==> src/rtl/xcvr_pkg.sv <==
package xcvr_pkg;
  // One bit of a two-way select with the consensus term added, so that
  // equal inputs keep the output steady while the select changes.
  function automatic logic hazfree_bit(input logic s, input logic live, input logic stored);
    return (s & stored) | (~s & live) | (live & stored);
  endfunction

  // True in the first cycle a strobe is seen high after being low.
  function automatic logic first_high(input logic now_lvl, input logic last_lvl);
    return now_lvl & ~last_lvl;
  endfunction
endpackage

==> src/rtl/xcvr_rise_det.sv <==
module xcvr_rise_det (
  input  logic clk,
  input  logic rst,
  input  logic lvl,
  output logic rise
);
  logic lvl_q;

  always_ff @(posedge clk) begin
    if (rst) lvl_q <= 1'b0;
    else     lvl_q <= lvl;
  end

  assign rise = xcvr_pkg::first_high(lvl, lvl_q);
endmodule

==> src/rtl/xcvr_word_reg.sv <==
module xcvr_word_reg #(
  parameter int W = 8
) (
  input  logic         clk,
  input  logic         rst,
  input  logic         load,
  input  logic [W-1:0] d,
  output logic [W-1:0] q
);
  always_ff @(posedge clk) begin
    if (rst)       q <= '0;
    else if (load) q <= d;
  end
endmodule

==> src/rtl/xcvr_path_sel.sv <==
module xcvr_path_sel #(
  parameter int W = 8
) (
  input  logic         sel,
  input  logic [W-1:0] live,
  input  logic [W-1:0] stored,
  output logic [W-1:0] y
);
  for (genvar i = 0; i < W; i++) begin : g_bit
    assign y[i] = xcvr_pkg::hazfree_bit(sel, live[i], stored[i]);
  end
endmodule

==> src/rtl/dual_reg_xcvr.sv <==
module dual_reg_xcvr #(
  parameter int W = 8
) (
  input  logic         clk,
  input  logic         rst,
  input  logic [W-1:0] a_in,
  input  logic         a_in_en,
  output logic [W-1:0] a_out,
  output logic [W-1:0] a_oe,
  input  logic [W-1:0] b_in,
  input  logic         b_in_en,
  output logic [W-1:0] b_out,
  output logic [W-1:0] b_oe,
  input  logic         en_ab,
  input  logic         en_ba_n,
  input  logic         sel_ab,
  input  logic         sel_ba,
  input  logic         cap_a,
  input  logic         cap_b
);
  logic         a_drive, b_drive;
  logic         loop_hold;
  logic         cap_a_rise, cap_b_rise;
  logic [W-1:0] stored_a, stored_b;
  logic [W-1:0] keep_a, keep_b;
  logic [W-1:0] live_a, live_b;
  logic [W-1:0] vis_a, vis_b;

  assign a_drive = ~en_ba_n;
  assign b_drive = en_ab;
  // Both directions re-drive each other: each bus reinforces its own level.
  assign loop_hold = a_drive & b_drive & ~sel_ab & ~sel_ba;

  // Live value seen by each path: outside source if any, else the keeper.
  assign live_a = a_in_en ? a_in : (loop_hold ? keep_b : keep_a);
  assign live_b = b_in_en ? b_in : (loop_hold ? keep_a : keep_b);

  xcvr_path_sel #(.W(W)) u_sel_ab (.sel(sel_ab), .live(live_a), .stored(stored_a), .y(b_out));
  xcvr_path_sel #(.W(W)) u_sel_ba (.sel(sel_ba), .live(live_b), .stored(stored_b), .y(a_out));

  assign a_oe = {W{a_drive}};
  assign b_oe = {W{b_drive}};

  // Resolved bus levels.
  assign vis_a = a_in_en ? a_in : (a_drive ? a_out : keep_a);
  assign vis_b = b_in_en ? b_in : (b_drive ? b_out : keep_b);

  xcvr_rise_det u_rise_a (.clk(clk), .rst(rst), .lvl(cap_a), .rise(cap_a_rise));
  xcvr_rise_det u_rise_b (.clk(clk), .rst(rst), .lvl(cap_b), .rise(cap_b_rise));

  xcvr_word_reg #(.W(W)) u_reg_a  (.clk(clk), .rst(rst), .load(cap_a_rise), .d(vis_a), .q(stored_a));
  xcvr_word_reg #(.W(W)) u_reg_b  (.clk(clk), .rst(rst), .load(cap_b_rise), .d(vis_b), .q(stored_b));
  xcvr_word_reg #(.W(W)) u_keep_a (.clk(clk), .rst(rst), .load(1'b1),       .d(vis_a), .q(keep_a));
  xcvr_word_reg #(.W(W)) u_keep_b (.clk(clk), .rst(rst), .load(1'b1),       .d(vis_b), .q(keep_b));
endmodule

==> config.mk <==
export PLATFORM = sky130hd
export DESIGN_NAME = dual_reg_xcvr
export DESIGN_NICKNAME = d
export VERILOG_FILES = /design/src/rtl/xcvr_pkg.sv /design/src/rtl/xcvr_rise_det.sv /design/src/rtl/xcvr_word_reg.sv /design/src/rtl/xcvr_path_sel.sv /design/src/rtl/dual_reg_xcvr.sv
export SDC_FILE = /design/constraint.sdc
export NUM_CORES = 1
export LEC_CHECK = 0
export BUFFER_PORTS_ARGS = -buffer_cell sky130_fd_sc_hd__buf_2
export CAP_MARGIN = 20
export CELL_PAD_IN_SITES_DETAIL_PLACEMENT = 1
export CELL_PAD_IN_SITES_GLOBAL_PLACEMENT = 1
export CORE_ASPECT_RATIO = 1.1
export CORE_MARGIN = 5
export CORE_UTILIZATION = 30
export CTS_BUF_LIST = sky130_fd_sc_hd__clkbuf_2
export DETAILED_ROUTE_END_ITERATION = 16
export PLACE_DENSITY = 0.68
export SLEW_MARGIN = 0
export SYNTH_ARGS = -nofsm -noshare
export SYNTH_HDL_FRONTEND = slang
export SYNTH_SLANG_ARGS = --single-unit
==> constraint.sdc <==
create_clock -name clk -period 2.2 [get_ports clk]
set_clock_uncertainty 0.05 [all_clocks]
set_input_delay 0.44 -clock clk [delete_from_list [all_inputs] [get_ports clk]]
set_output_delay 0.44 -clock clk [all_outputs]
set_load 0.02 [all_outputs]
# Word-level counts from Yosys, hierarchy flattened
# Index checks and enable logic that the tools add are counted.
# W data, S select, Z words.
# totals
regBits	34
latch_bits	0
mem_bits_rw	0
mem_bits_ro	0
inputBits	26
output_inout_bits	32
word_cells	104
mem_count	0
# classes
n_addsub	0
multipliers	0
n_div	0
order_cmp	0
n_eq_ne	0
n_shift	0
mux	8
bitwise_logic	90
n_reduce_logical	0
# op_table
op	count
$mux W8	8
$and A1 B1 Y1	53
$or A1 B1 Y1	32
$not A1 Y1	5

# Logic depth before layout (Yosys ltp)
# logic_depth
ltp_word	11
ltp_mapped	8
ltp_nobuf	4

# Modules after synthesis
# A second synthesis with hierarchy kept.
# unflattened
hier_cells	272
hier_area_um2	2393.5
# modules_own_cells
mod	instances	cells_each	area_per_inst_um2	seq_area_each_um2
xcvr_word_reg	4	26	285.3	160.2
dual_reg_xcvr	1	144	894.6	0.0
xcvr_path_sel	2	9	131.4	0.0
xcvr_rise_det	2	3	47.5	20.0

# Worst setup path after synthesis
# Ideal clock, no wire load.
# synth_path
kind	input to output
start	input port en_ab
end	output port b_out[0]
arrival_time_ns	1.731
required_time_ns	1.710
path_slack_ns	-0.021
stages	8
n_path_buf	4
cell_sequence	buf_4 -> and2b_1 -> buf_6 -> buf_8 -> nand2_2 -> buf_4 -> nand2_1 -> a31oi_1
# synth_between
elab_chain_cells	8
word_cells_on_any_way	9
classes_between	mux (2); bitwise (7)
# synth_rtl
element	line_no	rtl
start, declared	dual_reg_xcvr.sv:14	input logic en_ab,
$and A1 B1 Y1 * (3 in series)	dual_reg_xcvr.sv:32	assign loop_hold = a_drive & b_drive & ~sel_ab & ~sel_ba;
$mux W8 * (2 in series)	dual_reg_xcvr.sv:35	assign live_a = a_in_en ? a_in : (loop_hold ? keep_b : keep_a);
$and A1 B1 Y1	xcvr_pkg.sv:5	return (s & stored) | (~s & live) | (live & stored);
$or A1 B1 Y1	xcvr_pkg.sv:5	
$or A1 B1 Y1 *	xcvr_pkg.sv:5	
end, declared	dual_reg_xcvr.sv:12	output logic [W-1:0] b_out,
# Every way passes the cells marked *; elsewhere a longest branch is shown, timed or not.

# Final worst setup path
# layout_path
start	input port sel_ba
end	output port a_out[3]
# layout_between
elab_chain_cells	7
word_cells_on_any_way	9
classes_between	mux (2); bitwise (7)
# layout_rtl
element	line_no	rtl
start, declared	dual_reg_xcvr.sv:17	input logic sel_ba,
$not A1 Y1	xcvr_pkg.sv:5, dual_reg_xcvr.sv:32	
$and A1 B1 Y1	dual_reg_xcvr.sv:32	
$mux W8 (2 in series)	dual_reg_xcvr.sv:36	assign live_b = b_in_en ? b_in : (loop_hold ? keep_a : keep_b);
$and A1 B1 Y1	xcvr_pkg.sv:5	
$or A1 B1 Y1	xcvr_pkg.sv:5	
$or A1 B1 Y1 *	xcvr_pkg.sv:5	
end, declared	dual_reg_xcvr.sv:8	output logic [W-1:0] a_out,
# Marked as above.

==> reports/qor.csv <==
stage,metric,value,unit
clock_tree,cts_root_buf,clkbuf_2,
pwr,p_leak,1.085,nW
synthesis,synth_fp_nets,324,
layout,multi_input_area,1486,sq um
synthesis,synth_top_area_share,29.29,%
grt,grt_pass1_wl,13350,um
run_status,status,finished clean,
timing,finalSetupTns,0,ns
synthesis,synth_top_family_by_area,compound AO/OA/AOI/OAI gates,
clock_tree,hold_buffers,0,
synthesis,ys.flop_type,dfxtp_1,
placement,globalplace.congestion,0.8395,
placement,dp_hpwl,6323,um
synthesis,yosysSeqAreaShare,29.29,%
timing,worstMarginPinSlew,0.5078,ns
synthesis,ys_warn_count,0,
clock_tree,post_cts_buffers,0,
grt,antenna_found_initial,0,
layout,drive_gt1_share,31.05,%
die,die_w,93.91,um
synthesis,muxShareOfSynthArea,6.893,%
timing,post-route-period-util,95.38,%
clock_tree,clk_pin_slew_worst_paths,0.17,ns
grt,grt_pass1_vias,2475,
layout,instances_no_fill,456,
clock_tree,clock_path_buffers,2,
die,initial_core_util,30.92,%
synthesis,yosys.area_share.simple,23.69,%
synthesis,syn_inst,298,
synthesis,synth-edff-count,0,
setup_path,path_class,in2out,
timing,rsz0062_at_grt,false,
die,coreArea,7515,sq um
routing,viasPerCell,5.428,
setup_path,cp_slowest_cell,buf_4,
setup_path,worst_r2r_path_depth,3,
grt,grt.total_usage,18.18,%
clock_tree,cts_resized,0,
clock_tree,insertion_delay,0.38,ns
clock_tree,clock_sinks,34,
synthesis,synth_compound_area_share,29.08,%
timing,max_freq,0.4766,GHz
die,placementRows,33,
synthesis,syn_area,2323,sq um
die,die_y,102.3,um
pwr,power_per_cell_area,524.5,nW/um^2
timing,setup_violations,0,
grt,gr-total-overflow,0,
routing,routed_wl,8559,um
routing,detail-route-antenna-nets,0,
routing,drc,0,
setup_path,cp_top_family,buffers and inverters,
setup_path,endpoint_kind,primary output,
layout,regArea,680.7,sq um
routing,wl_per_cell,18.77,um
clock_tree,cts_buffers,5,
timing,hold_violations,0,
setup_path,critPathMaxFanout,10,
synthesis,synth_cell_type_count,28,
setup_path,arrival,1.61,ns
timing,relSlewSlack,66.15,%
routing,dr.first_iter.drc_count,142,
clock_tree,cts_tree,built,
min_path,holdPathStages,2,
clock_tree,ctsHtreeMaxLevel,2,
synthesis,synth_seq_cells,34,
setup_path,cpMostUsedCell,buf_2,
setup_path,cp_num_buf_inv,3,
placement,io_buffers,57,
synthesis,avgSynthCellArea,7.797,sq um
pwr,peakVddDrop,0.0002463,V
timing,fin_crit,2.098,ns
synthesis,synthXorXnorAreaFrac,0,%
setup_path,slowest_delay,0.20,ns
run,maxCapViolations,0,
layout,antenna_cells,0,
routing,via_count,2475,
synthesis,synth.largest_area_cell,dfxtp_1,
setup_path,worstPathRequired,1.71,ns
synthesis,synth_area_leaders,"dfxtp_1 29%, nand2_1 11%, o2111a_1 7.8%",
setup_path,critical_path_depth,7,
setup_path,startpoint_type,input port,
routing,drt-pass1-iter-count,6,
layout,fillers,965,
synthesis,synthAdderAreaFrac,0,%
layout,layout.nets,377,
setup_path,crit_chain,"buf_2, nor2_8, and2_1, buf_4, nand2_1, a31oi_2, buf_2",
die,die_area,9607,sq um
placement,place_inst,449,
grt,grt_max_degree,25,
layout,syn_to_final_growth,22.13,%
die,io_pins,58,
synthesis,async_flop_share,0,%
min_path,hold_path.class,in2reg,
timing,slew_viol_final,0,
[cells in the final DEF, fill, tap and decap left out, types with 2 or more instances in the layout]
cell,Yosys,layout
mux2i_1,16,16
nand2b_1,2,2
nor3_1,24,24
buf_2,3,57
a31oi_2,0,16
nand3b_1,8,8
nand2_1,66,66
clkinv_1,3,3
buf_4,20,25
nor2b_1,4,4
dfxtp_1,34,34
o31ai_1,15,15
o21a_1,8,8
o22ai_1,16,16
o31a_1,8,8
o2111a_1,16,16
o21ai_0,8,8
clkbuf_2,1,7
nor2_1,12,12
[power breakdown]
part,internal (W),switching [W]
sequential,0.000658,0.0000433
clock,0.0000828,0.000218
combinational,0.000191,0.000295
[state kept, by name (all words and copies together), names as in the netlist]
register	cells
u_keep_a.q	8
u_keep_b.q	8
u_reg_a.q	8
u_reg_b.q	8
u_rise_a.lvl_q	1
u_rise_b.lvl_q	1
[final timing paths]
| check | startpoint | endpoint | slack (ns) |
|---|---|---|---|
| worst max register to register | u_rise_b.lvl_q | u_reg_b.q[5] | 0.95 |
| worst min register to register | u_reg_a.q[2] | u_reg_a.q[2] | 0.44 |
| worst max-delay path | sel_ba | a_out[3] | 0.10 |
| worst min-delay path | cap_a | u_rise_a.lvl_q | 0.22 |
[final cells by class]
cell class / count / area share [%]
clock buffers: 7 / 1.235
inverters: 3 / 0.3968
multi-input cells: 224 / 52.38
flip-flops and latches: 34 / 23.99
well taps: 105 / 4.630
repair buffers: 83 / 17.37
[Yosys cell counts (2+ instances only)]
| cell type | n |
|---|---|
| o2111a_1 | 16 |
| buf_6 | 2 |
| o31ai_1 | 15 |
| nand3b_1 | 8 |
| o21a_1 | 8 |
| o31a_1 | 8 |
| buf_2 | 3 |
| clkbuf_1 | 8 |
| o21ai_0 | 8 |
| o22ai_1 | 16 |
| buf_1 | 2 |
| buf_4 | 20 |
| nand2b_1 | 2 |
| nor2b_1 | 4 |
| nor2_1 | 12 |
| clkinv_1 | 3 |
| mux2i_1 | 16 |
| nand2_1 | 66 |
| nor3_1 | 24 |
| a31oi_1 | 16 |
| dfxtp_1 | 34 |
[routing by layer]
metal / up-vias / wire, um / track usage (%)
met5: - / 0 / 0
met2: 80 / 4073 / 31.46
met1: 1194 / 3921 / 23.38
met4: 0 / 121 / 5.444
li1: 1190 / - / -
met3: 11 / 442 / 2.725
[metrics by stage]
stage / utilization [%] / setup WS (ns) / area, sq um / hold WS, ns / power, W
floorplan: - / 0.07471 / 2424 / 0.3888 / 0.001043
global placement: 37.30 / 0.1155 / 2803 / 0.4103 / 0.001192
detailed placement: 37.30 / 0.09356 / 2803 / 0.4171 / 0.001202
CTS: 37.76 / 0.08895 / 2838 / 0.2000 / 0.001503
global route: 37.76 / 0.004601 / 2838 / 0.2068 / 0.001572
finish: 37.76 / 0.1017 / 2838 / 0.2205 / 0.001488
[cell families (layout without fill, tap and decap cells)]
family                 after synthesis  after routing
AND/OR/NAND/NOR                    120            120
buffers and inverters               40             93
multiplexers                        16             16
AO/OA/AOI/OAI                       88             88
flip-flops                          34             34
Note: power is estimated with default switching activity, not from simulation.
